`src/rtl/fr_pkg.sv`:
```
// Package fr_pkg
// Shared types for the fault timer and retry sequencer: controller states
// and the operation codes the controller issues to the timer datapath.
package fr_pkg;

    typedef enum logic [2:0] {
        ST_OFF,     // enable low, switch off
        ST_ON,      // switch on, normal or limiting
        ST_LATCH,   // latched off, waiting for an enable cycle
        ST_CDN,     // cooldown, falling ramp
        ST_CUP      // cooldown, rising ramp
    } fr_state_t;

    typedef enum logic [2:0] {
        OP_HOLD,
        OP_CHG,
        OP_FAST,
        OP_SLOW,
        OP_LD_HI,
        OP_LD_MID,
        OP_LD_LO
    } tmr_op_t;

endpackage

```
`src/rtl/fr_timer.sv`:
```
// Module fr_timer
// Saturating counter modelling the timing capacitor. Applies the operation
// chosen by the controller and reports where the next step would land
// relative to the three thresholds.
// Assumes HI_TH + CHARGE_STEP and MID_TH/LO_TH + SLOW_STEP fit in TW bits
// and that LO_TH < MID_TH < HI_TH.
module fr_timer
    import fr_pkg::*;
#(
    parameter int TW          = 16,
    parameter int HI_TH       = 3900,
    parameter int MID_TH      = 1200,
    parameter int LO_TH       = 300,
    parameter int CHARGE_STEP = 74,
    parameter int FAST_STEP   = 1500,
    parameter int SLOW_STEP   = 3
) (
    input  logic          clk,
    input  logic          rst_n,
    input  tmr_op_t       op,
    output logic [TW-1:0] tmr,
    output logic          reach_hi,
    output logic          reach_mid,
    output logic          reach_lo,
    output logic          below_lo,
    output logic          is_zero
);
    localparam int WW = TW + 1;
    localparam logic [WW-1:0] HI_W   = WW'(HI_TH);
    localparam logic [WW-1:0] MID_W  = WW'(MID_TH);
    localparam logic [WW-1:0] LO_W   = WW'(LO_TH);
    localparam logic [WW-1:0] CHG_W  = WW'(CHARGE_STEP);
    localparam logic [WW-1:0] FAST_W = WW'(FAST_STEP);
    localparam logic [WW-1:0] SLOW_W = WW'(SLOW_STEP);

    logic [WW-1:0] cur_w;
    logic [WW-1:0] up_w;
    logic [WW-1:0] fast_w;
    logic [WW-1:0] slow_w;
    logic [WW-1:0] nxt_w;

    // Candidate next values and threshold flags.
    always_comb begin
        cur_w     = {1'b0, tmr};
        up_w      = cur_w + CHG_W;
        fast_w    = (cur_w > FAST_W) ? (cur_w - FAST_W) : '0;
        slow_w    = (cur_w > SLOW_W) ? (cur_w - SLOW_W) : '0;
        reach_hi  = (up_w >= HI_W);
        reach_mid = (cur_w <= (MID_W + SLOW_W));
        reach_lo  = (cur_w <= (LO_W + SLOW_W));
        below_lo  = (cur_w < LO_W);
        is_zero   = (cur_w == '0);
    end

    // Select the next value from the requested operation.
    always_comb begin
        unique case (op)
            OP_CHG:    nxt_w = reach_hi ? HI_W : up_w;
            OP_FAST:   nxt_w = fast_w;
            OP_SLOW:   nxt_w = slow_w;
            OP_LD_HI:  nxt_w = HI_W;
            OP_LD_MID: nxt_w = MID_W;
            OP_LD_LO:  nxt_w = LO_W;
            default:   nxt_w = cur_w;
        endcase
    end

    // Timer register.
    always_ff @(posedge clk) begin
        if (!rst_n) tmr <= '0;
        else        tmr <= nxt_w[TW-1:0];
    end

endmodule

```
`src/rtl/fr_retry.sv`:
```
// Module fr_retry
// Counts the retries used since the last recovery or restart and decodes
// the selector into an allowance. Codes from SEL_INF upward mean unlimited.
// Assumes the controller pulses inc only when it starts a retry.
module fr_retry #(
    parameter int SEL_W = 3
) (
    input  logic             clk,
    input  logic             rst_n,
    input  logic [SEL_W-1:0] sel,
    input  logic             clr,
    input  logic             inc,
    output logic             exhausted
);
    localparam int SEL_INF = (1 << SEL_W) - 2;
    localparam int CW      = SEL_INF - 1;

    logic [CW-1:0] cnt;
    logic [CW-1:0] allow;
    logic          unlimited;

    // Decode the selector: 0 -> none, k -> 2^(k-1), top codes -> unlimited.
    always_comb begin
        unlimited = (int'(sel) >= SEL_INF);
        if (sel == '0 || unlimited) allow = '0;
        else                        allow = CW'(1) << (sel - SEL_W'(1));
        exhausted = !unlimited && (cnt >= allow);
    end

    // Used-retry counter, cleared on recovery or restart.
    always_ff @(posedge clk) begin
        if (!rst_n)                   cnt <= '0;
        else if (clr)                 cnt <= '0;
        else if (inc && !unlimited && !exhausted) cnt <= cnt + CW'(1);
    end

endmodule

```
`src/rtl/fr_ctrl.sv`:
```
// Module fr_ctrl
// Sequencer state machine. Chooses the timer operation each clock, tracks
// the cooldown ramp index and drives the switch and status outputs.
// Assumes the timer flags describe the value held in the current clock.
module fr_ctrl
    import fr_pkg::*;
#(
    parameter int COOL_CYCLES = 8
) (
    input  logic    clk,
    input  logic    rst_n,
    input  logic    en,
    input  logic    limit_act,
    input  logic    brk_act,
    input  logic    reach_hi,
    input  logic    reach_mid,
    input  logic    reach_lo,
    input  logic    below_lo,
    input  logic    is_zero,
    input  logic    exhausted,
    output tmr_op_t op,
    output logic    rc_clr,
    output logic    rc_inc,
    output logic    gate_on,
    output logic    fast_pd,
    output logic    fault_pd,
    output logic    timeout_pulse,
    output logic    latched_off
);
    localparam int CYW = $clog2(COOL_CYCLES + 1);
    localparam logic [CYW-1:0] LAST_CYC = CYW'(COOL_CYCLES);

    fr_state_t      state, state_n;
    logic [CYW-1:0] cyc, cyc_n;
    logic           tout_n;
    logic           fault;

    // Next state, timer operation and retry-count control.
    always_comb begin
        fault   = limit_act || brk_act;
        state_n = state;
        cyc_n   = cyc;
        op      = OP_SLOW;
        rc_clr  = 1'b0;
        rc_inc  = 1'b0;
        tout_n  = 1'b0;
        unique case (state)
            ST_OFF: begin
                if (en) begin
                    if (below_lo) begin
                        state_n = ST_ON;
                        rc_clr  = 1'b1;
                    end else begin
                        state_n = ST_LATCH;
                    end
                end
            end
            ST_ON: begin
                if (!en) begin
                    state_n = ST_OFF;
                end else if (fault) begin
                    if (reach_hi) begin
                        op     = OP_LD_HI;
                        tout_n = 1'b1;
                        if (exhausted) begin
                            state_n = ST_LATCH;
                        end else begin
                            state_n = ST_CDN;
                            cyc_n   = CYW'(1);
                            rc_inc  = 1'b1;
                        end
                    end else begin
                        op = OP_CHG;
                    end
                end else begin
                    op     = OP_FAST;
                    rc_clr = is_zero;
                end
            end
            ST_LATCH: begin
                if (!en) state_n = ST_OFF;
            end
            ST_CDN: begin
                if (!en) begin
                    state_n = ST_OFF;
                end else if (cyc == LAST_CYC) begin
                    if (reach_lo) begin
                        op      = OP_LD_LO;
                        state_n = ST_ON;
                    end
                end else if (reach_mid) begin
                    op      = OP_LD_MID;
                    state_n = ST_CUP;
                end
            end
            ST_CUP: begin
                if (!en) begin
                    state_n = ST_OFF;
                end else if (reach_hi) begin
                    op      = OP_LD_HI;
                    state_n = ST_CDN;
                    cyc_n   = cyc + CYW'(1);
                end else begin
                    op = OP_CHG;
                end
            end
            default: state_n = ST_OFF;
        endcase
    end

    // State, ramp index and timeout pulse registers.
    always_ff @(posedge clk) begin
        if (!rst_n) begin
            state         <= ST_OFF;
            cyc           <= '0;
            timeout_pulse <= 1'b0;
        end else begin
            state         <= state_n;
            cyc           <= cyc_n;
            timeout_pulse <= tout_n;
        end
    end

    // Switch drive and status decode.
    always_comb begin
        gate_on     = (state == ST_ON);
        fast_pd     = gate_on && brk_act;
        fault_pd    = !gate_on;
        latched_off = (state == ST_LATCH);
    end

endmodule

```
`src/rtl/fault_retry_seq.sv`:
```
// Module fault_retry_seq
// Top level of the fault timer and retry sequencer: joins the timer
// datapath, the retry counter and the sequencer state machine.
// Assumes synchronous inputs and parameters given in timer counts.
module fault_retry_seq
    import fr_pkg::*;
#(
    parameter int TW          = 16,
    parameter int HI_TH       = 3900,
    parameter int MID_TH      = 1200,
    parameter int LO_TH       = 300,
    parameter int CHARGE_STEP = 74,
    parameter int FAST_STEP   = 1500,
    parameter int SLOW_STEP   = 3,
    parameter int COOL_CYCLES = 8,
    parameter int SEL_W       = 3
) (
    input  logic             clk,
    input  logic             rst_n,
    input  logic             en,
    input  logic             limit_act,
    input  logic             brk_act,
    input  logic [SEL_W-1:0] retry_sel,
    output logic             gate_on,
    output logic             fast_pd,
    output logic             fault_pd,
    output logic             timeout_pulse,
    output logic             latched_off
);
    tmr_op_t       op;
    logic [TW-1:0] tmr_val;
    logic          reach_hi, reach_mid, reach_lo, below_lo, is_zero;
    logic          rc_clr, rc_inc, exhausted;

    fr_timer #(
        .TW(TW), .HI_TH(HI_TH), .MID_TH(MID_TH), .LO_TH(LO_TH),
        .CHARGE_STEP(CHARGE_STEP), .FAST_STEP(FAST_STEP), .SLOW_STEP(SLOW_STEP)
    ) u_timer (
        .clk(clk), .rst_n(rst_n), .op(op), .tmr(tmr_val),
        .reach_hi(reach_hi), .reach_mid(reach_mid), .reach_lo(reach_lo),
        .below_lo(below_lo), .is_zero(is_zero)
    );

    fr_retry #(.SEL_W(SEL_W)) u_retry (
        .clk(clk), .rst_n(rst_n), .sel(retry_sel),
        .clr(rc_clr), .inc(rc_inc), .exhausted(exhausted)
    );

    fr_ctrl #(.COOL_CYCLES(COOL_CYCLES)) u_ctrl (
        .clk(clk), .rst_n(rst_n), .en(en), .limit_act(limit_act),
        .brk_act(brk_act), .reach_hi(reach_hi), .reach_mid(reach_mid),
        .reach_lo(reach_lo), .below_lo(below_lo), .is_zero(is_zero),
        .exhausted(exhausted), .op(op), .rc_clr(rc_clr), .rc_inc(rc_inc),
        .gate_on(gate_on), .fast_pd(fast_pd), .fault_pd(fault_pd),
        .timeout_pulse(timeout_pulse), .latched_off(latched_off)
    );

endmodule

```
`config.mk`:
```
export PLATFORM = sky130hd
export DESIGN_NAME = fault_retry_seq
export DESIGN_NICKNAME = d
export VERILOG_FILES = /design/src/rtl/fr_pkg.sv /design/src/rtl/fr_timer.sv /design/src/rtl/fr_retry.sv /design/src/rtl/fr_ctrl.sv /design/src/rtl/fault_retry_seq.sv
export SDC_FILE = /design/constraint.sdc
export NUM_CORES = 1
export LEC_CHECK = 0
export BUFFER_PORTS_ARGS = -buffer_cell sky130_fd_sc_hd__clkbuf_2
export CAP_MARGIN = 15
export CORE_MARGIN = 2
export CORE_UTILIZATION = 60
export DETAILED_ROUTE_END_ITERATION = 8
export GPL_ROUTABILITY_DRIVEN = 1
export HOLD_SLACK_MARGIN = 0.1
export PLACE_DENSITY = 0.86
export SLEW_MARGIN = 20
export SYNTH_ARGS = -nofsm -noshare
export SYNTH_HDL_FRONTEND = slang
export SYNTH_HIERARCHICAL = 1
export SYNTH_SLANG_ARGS = --single-unit
```
`constraint.sdc`:
```
create_clock -name clk -period 9.49 [get_ports clk]
set_clock_uncertainty 0.15 [all_clocks]
set_input_delay 1.4235 -clock clk [delete_from_list [all_inputs] [get_ports clk]]
set_output_delay 1.4235 -clock clk [all_outputs]
set_load 0.01 [all_outputs]
```
---- Word-level counts from Yosys, hierarchy flattened ----
Cells that the tools add are included.
storage, ports and cells
  bits in registers ....................... 29
  input port bits ......................... 8
  output and inout bits ................... 5
  logic and storage cells ................. 109
operators by class
  add/subtract/negate cells ............... 6
  order comparisons ....................... 8
  equal/unequal tests ..................... 24
  shifts and indexed selects .............. 1
  muxes and demuxes ....................... 46
  bitwise gates (word level) .............. 1
  reductions and logical operators ........ 18
operators by type and width
  operator                                                                             number
  16-bit one-hot mux with 6 select lines                                               1
  3-bit 2-to-1 mux                                                                     19
  16-bit 2-to-1 mux                                                                    3
  4-bit 2-to-1 mux                                                                     6
  16-bit by 7-bit adder with 17-bit output (second input constant)                     1
  17-bit by 12-bit >= comparator with 1-bit output (second input constant)             1
  16-bit by 11-bit greater-than comparator with 1-bit output (second input constant)   1
  16-bit by 2-bit greater-than comparator with 1-bit output (second input constant)    1
  16-bit by 11-bit less-or-equal comparator with 1-bit output (second input constant)  1
  16-bit by 9-bit less-or-equal comparator with 1-bit output (second input constant)   1
  16-bit logical NOT                                                                   1
  16-bit by 9-bit less-than comparator with 1-bit output (second input constant)       1
  16-bit by 11-bit subtractor with 16-bit output (second input constant)               1
  16-bit by 2-bit subtractor with 16-bit output (second input constant)                1
  3-bit one-hot mux with 5 select lines                                                1
  7-bit AND reduction                                                                  2
  3-bit by 2-bit equality test with 1-bit output (second input constant)               4
  3-bit equality test (second input constant)                                          4
  2-bit != test (second input constant)                                                6
  1-bit 2-to-1 mux                                                                     11
  3-bit one-hot mux with 3 select lines                                                1
  4-bit one-hot mux with 2 select lines                                                1
  3-bit by 1-bit equality test with 1-bit output (second input constant)               2
  3-bit logical NOT                                                                    2
  23 further kinds                                                                     31

---- Depth between registers and ports, before layout ----
  word-level depth ........................ 12
  gate-level depth with buffers ........... 19
  gate-level depth less buffers ........... 16

---- Modules after synthesis ----
Netlist, hierarchy kept.
by module, submodules not included
  module    instances  cells each  area an instance (um^2)  sequential area each (um^2)
  fr_timer  1          275         1,920.6                  320.3
  fr_ctrl   1          92          673.1                    160.2
  fr_retry  1          50          414.1                    100.1

---- Worst setup path after synthesis ----
Ideal clock, no wire load.
  path kind ............................... register to register
  start ................................... register u_timer.tmr[2]
  end ..................................... register u_timer.tmr[4]
  library setup time ...................... 60 ps
  arrival ................................. 3,867 ps
  required time ........................... 9,280 ps
  slack ................................... 5,412 ps
  stages on the path, launching flop included .. 18
  path buffers ............................ 3
  clock period less this slack ............ 4,078 ps
  cell sequence ........................... dfxtp_1 > ha_1 > o211a_1 > or2_2 > clkbuf_1 > xor2_1 > o311a_1 > nand2_1 > nand2_1 > nand2_1 > o22ai_1 > clkbuf_1 > nor3b_1 > a21boi_0 > clkbuf_1 > a221oi_1 > o21ai_0 > o2111a_1
between the ends
  longest elaborated chain between the ends .. 8
  elaborated cells between the ends (all ways) .. 28
  classes of those cells .................. 3 x add/sub; 5 x order compare; 6 x eq/ne; 13 x mux; 1 x reduce/logical
ends and longest elaborated chain
  what                                                                                 line                          text
  start, declared                                                                      fr_timer.sv:21                output logic [TW-1:0] tmr,
  start signal, assigned                                                               fr_timer.sv:71                else tmr <= nxt_w[TW-1:0];
  16-bit by 7-bit adder with 17-bit output (*)                                         fr_timer.sv:45                up_w = cur_w + CHG_W;
  17-bit by 12-bit >= comparator with 1-bit output (*)                                 fr_timer.sv:48                reach_hi = (up_w >= HI_W);
  net reach_hi                                                                         fault_retry_seq.sv:32         logic reach_hi, reach_mid, reach_lo, below_lo, is_zero;
  3-bit 2-to-1 mux (*)                                                                 fr_ctrl.sv:62, fr_ctrl.sv:99
  3-bit 2-to-1 mux                                                                     fr_ctrl.sv:61                 end else if (fault) begin
  3-bit 2-to-1 mux                                                                     fr_ctrl.sv:59                 if (!en) begin
  3-bit one-hot mux with 3 select lines (*)                                            fr_ctrl.sv:47                 unique case (state)
  net op[2]                                                                            fault_retry_seq.sv:30         tmr_op_t op;
  3-bit equality test (tied with other cells)                                          fr_timer.sv:57                unique case (op)
  16-bit one-hot mux with 6 select lines / 6-bit nonzero test (equally long branches)  n/a
The timed path passes the listed nets; every way through them passes the cells marked *.
A chain may end at the register's enable or synchronous reset.

---- Worst setup path after layout ----
  start ................................... register u_timer.tmr[3]
  end ..................................... register u_timer.tmr[4]
Same word-level chain as after synthesis.

==> results.py <==
metrics = {
    "outcome": {
        "outcome": "finished, final reports clean",
    },
    "logic_synthesis": {
        "ys_ff_latch": 29,
        "ys.flop_type": "dfxtp_1",
        "netlist_top_cells_area": "dfxtp_1 19%, ha_1 6.7%, nand2_1 5.6%",
        "netlist_area_um2": 3008,
        "ys_async_sr_fraction_pct": 0,
        "ys_types": 75,
        "yosysSeqAreaShare_pct": 19.30,
        "synth_top_cell_area_share_pct": 19.30,
        "synthesis.instances": 417,
        "yosysWarnings": 6,
        "synth-edff-count": 0,
        "synth_largest_area_cell": "dfxtp_1",
        "mappedNetlistNets": 441,
        "synth_area_per_cell_um2": 7.213,
    },
    "timing": {
        "fin_setup_tns_ns": 0,
        "rsz0062_at_grt": "false",
        "post-route-period-util_pct": 51.65,
        "hold_viol_final": 0,
        "fin_ws_ns": 4.588,
        "slew_viol_final": 0,
        "min_period_ns": 4.902,
        "fmax_mhz": 204.0,
        "setup_viol": 0,
        "max_slew_margin_pct": 25.43,
        "tightest_slew_ns": 1.090,
    },
    "critical_path": {
        "crit_required_ns": 9.52,
        "path_buf_inv": 1,
        "critPathKind": "register to register",
        "path_depth": 16,
        "cp_max_fo": 12,
        "crit_start": "u_timer/tmr[3]$_SDFFE_PN0P_",
        "slowest_delay_ns": 0.54,
        "rr_startpoint": "u_timer/tmr[3]$_SDFFE_PN0P_",
        "start_kind": "register",
        "r2r_setup_slack_ns": 4.59,
        "cp.arrival_ns": 4.93,
        "reg2reg_depth": 16,
        "worstReg2RegEnd": "u_timer/tmr[4]$_SDFFE_PN0P_",
        "path_delay_family": "compound AO/OA/AOI/OAI gates",
        "critPathCaptureType": "register",
        "crit_chain": "inv_1 -> ha_1 -> a21o_4 -> a31o_4 -> o21ai_0 -> a32o_1 -> nand2_1 -> nand2_1 -> nand2_1 -> o22ai_1 -> nand3_1 -> o21a_1 -> a211oi_4 -> a21boi_4 -> nand2_1 -> o2111a_1",
        "crit_slowest_cell": "dfxtp_1",
        "critPathMostFrequentCell": "nand2_1",
        "endpoint": "u_timer/tmr[4]$_SDFFE_PN0P_",
    },
    "drt": {
        "drc_errors": 0,
        "drt-initial-drc-count": 216,
        "ant_nets": 0,
        "vias": 3169,
        "finalWirelength_um": 8360,
        "wl_per_cell_um": 17.56,
        "vias_per_cell": 6.658,
        "drt_pass1_iterations": 5,
    },
    "min_path": {
        "worstHoldPathCells": 2,
        "hp-class": "register to register",
    },
    "power_and_ir_drop": {
        "p_per_area_nw_per_um2": 286.1,
        "total_power_mw": 0.8862,
        "irDropWorstVdd_v": 0.0001706,
        "leakagePower_nw": 1.178,
    },
    "clock_tree": {
        "cts-root-buf": "clkbuf_8",
        "ctsHoldBuffers": 0,
        "h-tree-depth": 2,
        "cts_made_buffers": 5,
        "ctsResizeCount": 0,
        "clk_pin_slew_ns": 0.07,
        "insertion_delay_ns": 0.28,
        "cts_tree": "done",
        "clock_sinks": 29,
        "cts_buffer_depth": 2,
        "cts_setup_buffers": 0,
    },
    "grt": {
        "antenna_found_initial": 0,
        "grt_use_total_pct": 30.73,
        "first_global_vias": 2764,
        "grt_start_max_net_pins": 20,
        "overflow": 0,
        "grt_pass1_wl_um": 13050,
    },
    "place": {
        "dp_slack_ns": 4.719,
        "port_buffers": 12,
        "gp_congestion": 0.9760,
        "hpwlAfterDp_um": 6112,
    },
    "die": {
        "dieHeight_um": 74.81,
        "core_area_um2": 4786,
        "start_util_pct": 62.85,
        "ios": 13,
        "rows": 25,
        "die-area_um2": 5596,
        "die_w_um": 74.81,
    },
    "job": {
        "drv_cap": 0,
    },
    "layout": {
        "areaGrowthSynthToFinish_pct": 2.995,
        "antenna_cells": 0,
        "layout.nets": 432,
        "drive_gt1_share_pct": 9.046,
        "num-fill-cells": 458,
    },
}
## state kept, by name, summed over array words and instances, names as in the netlist
signal and cells:
u_timer/tmr 16, u_retry/cnt 5, u_ctrl/cyc 4, u_ctrl/state 3
u_ctrl/timeout_pulse 1
## final cells by class
cell class / instances / area [um^2] / share of cell area (%)
clock buffer: 6 / 72.57 / 2.342
clock inverter: 2 / 10.01 / 0.3231
inverter: 18 / 67.56 / 2.181
multi-input combinational: 341 / 2216 / 71.53
sequential: 29 / 580.6 / 18.74
tap: 67 / 83.83 / 2.706
timing repair buffer: 13 / 67.56 / 2.181
## how the worst min path moves through the flow
stage                           startpoint                          end  slack [ns]
6_report       u_retry/cnt[4]$_SDFFE_PP0P_  u_retry/cnt[4]$_SDFFE_PP0P_        0.34
2_1_floorplan   u_ctrl/cyc[2]$_SDFFE_PN0P_   u_ctrl/cyc[2]$_SDFFE_PN0P_        0.31
4_1_cts        u_retry/cnt[4]$_SDFFE_PP0P_  u_retry/cnt[4]$_SDFFE_PP0P_        0.35
3_3_place_gp   u_retry/cnt[4]$_SDFFE_PP0P_  u_retry/cnt[4]$_SDFFE_PP0P_        0.33
3_5_place_dp   u_retry/cnt[4]$_SDFFE_PP0P_  u_retry/cnt[4]$_SDFFE_PP0P_        0.34
5_1_grt        u_retry/cnt[4]$_SDFFE_PP0P_  u_retry/cnt[4]$_SDFFE_PP0P_        0.38
## tightest hold or removal path: stages, from the launching register on
cell and delay, ns:
dfxtp_1 0.32, o21ai_0 0.07, a21oi_1 0.06
## cell families after synthesis
logic type | count (synthesis) | share of synthesized area [%]
fa+ha+maj | 16 | 6.656
compound gates | 134 | 32.78
flops | 29 | 19.30
buf+inv | 47 | 7.030
xor+xnor | 12 | 3.494
mux | 4 | 1.331
simple gates | 175 | 29.41
## stage by stage
step                      hold slack, ns  utilization (%)  area, um^2  std cells
final                             0.3375            64.73        3098        476
after global placement            0.3261            63.01        3015        468
after CTS                         0.3470            64.73        3098        476
after floorplan                   0.3118                -        3008        417
after global routing              0.3751            64.73        3098        476
after detailed placement          0.3377            63.01        3015        468
## report_power, final
part / internal, mW / switching [mW] / leakage, nW
registers: 0.152 / 0.0875 / 0.237
logic: 0.223 / 0.323 / 0.896
clock network: 0.0508 / 0.0506 / 0.0450
## cells in the mapped netlist, drive strengths merged (6+ instances only)
| cell type | count |
|---|---|
| a211oi | 8 |
| a21oi | 29 |
| a31oi | 7 |
| and2 | 7 |
| and3 | 8 |
| buf | 13 |
| clkbuf | 16 |
| dfxtp | 29 |
| ha | 16 |
| inv | 18 |
| nand2 | 45 |
| nand3 | 13 |
| nor2 | 42 |
| nor2b | 6 |
| nor3 | 14 |
| o21ai | 28 |
| xor2 | 7 |
## routing by layer
metal  GRT usage (%)  up-vias  wire [um]
met5               0        -          0
met4           15.67        0        306
met3           4.819       24        651
met2           49.95      160       3859
met1           39.51     1453       3543
li1                -     1532          -
## cell usage in the layout, fill, tap and decap left out, types with 8 or more instances in the layout
| cell | instances |
|---|---|
| o21ai_0 | 27 |
| nor3_1 | 14 |
| nor2_1 | 42 |
| dfxtp_1 | 29 |
| ha_1 | 16 |
| nand3_1 | 13 |
| nand2_1 | 45 |
| a21oi_1 | 27 |
| and3_1 | 8 |
| clkbuf_2 | 12 |
| inv_1 | 18 |
Note: power is estimated with default switching activity, not from simulation.
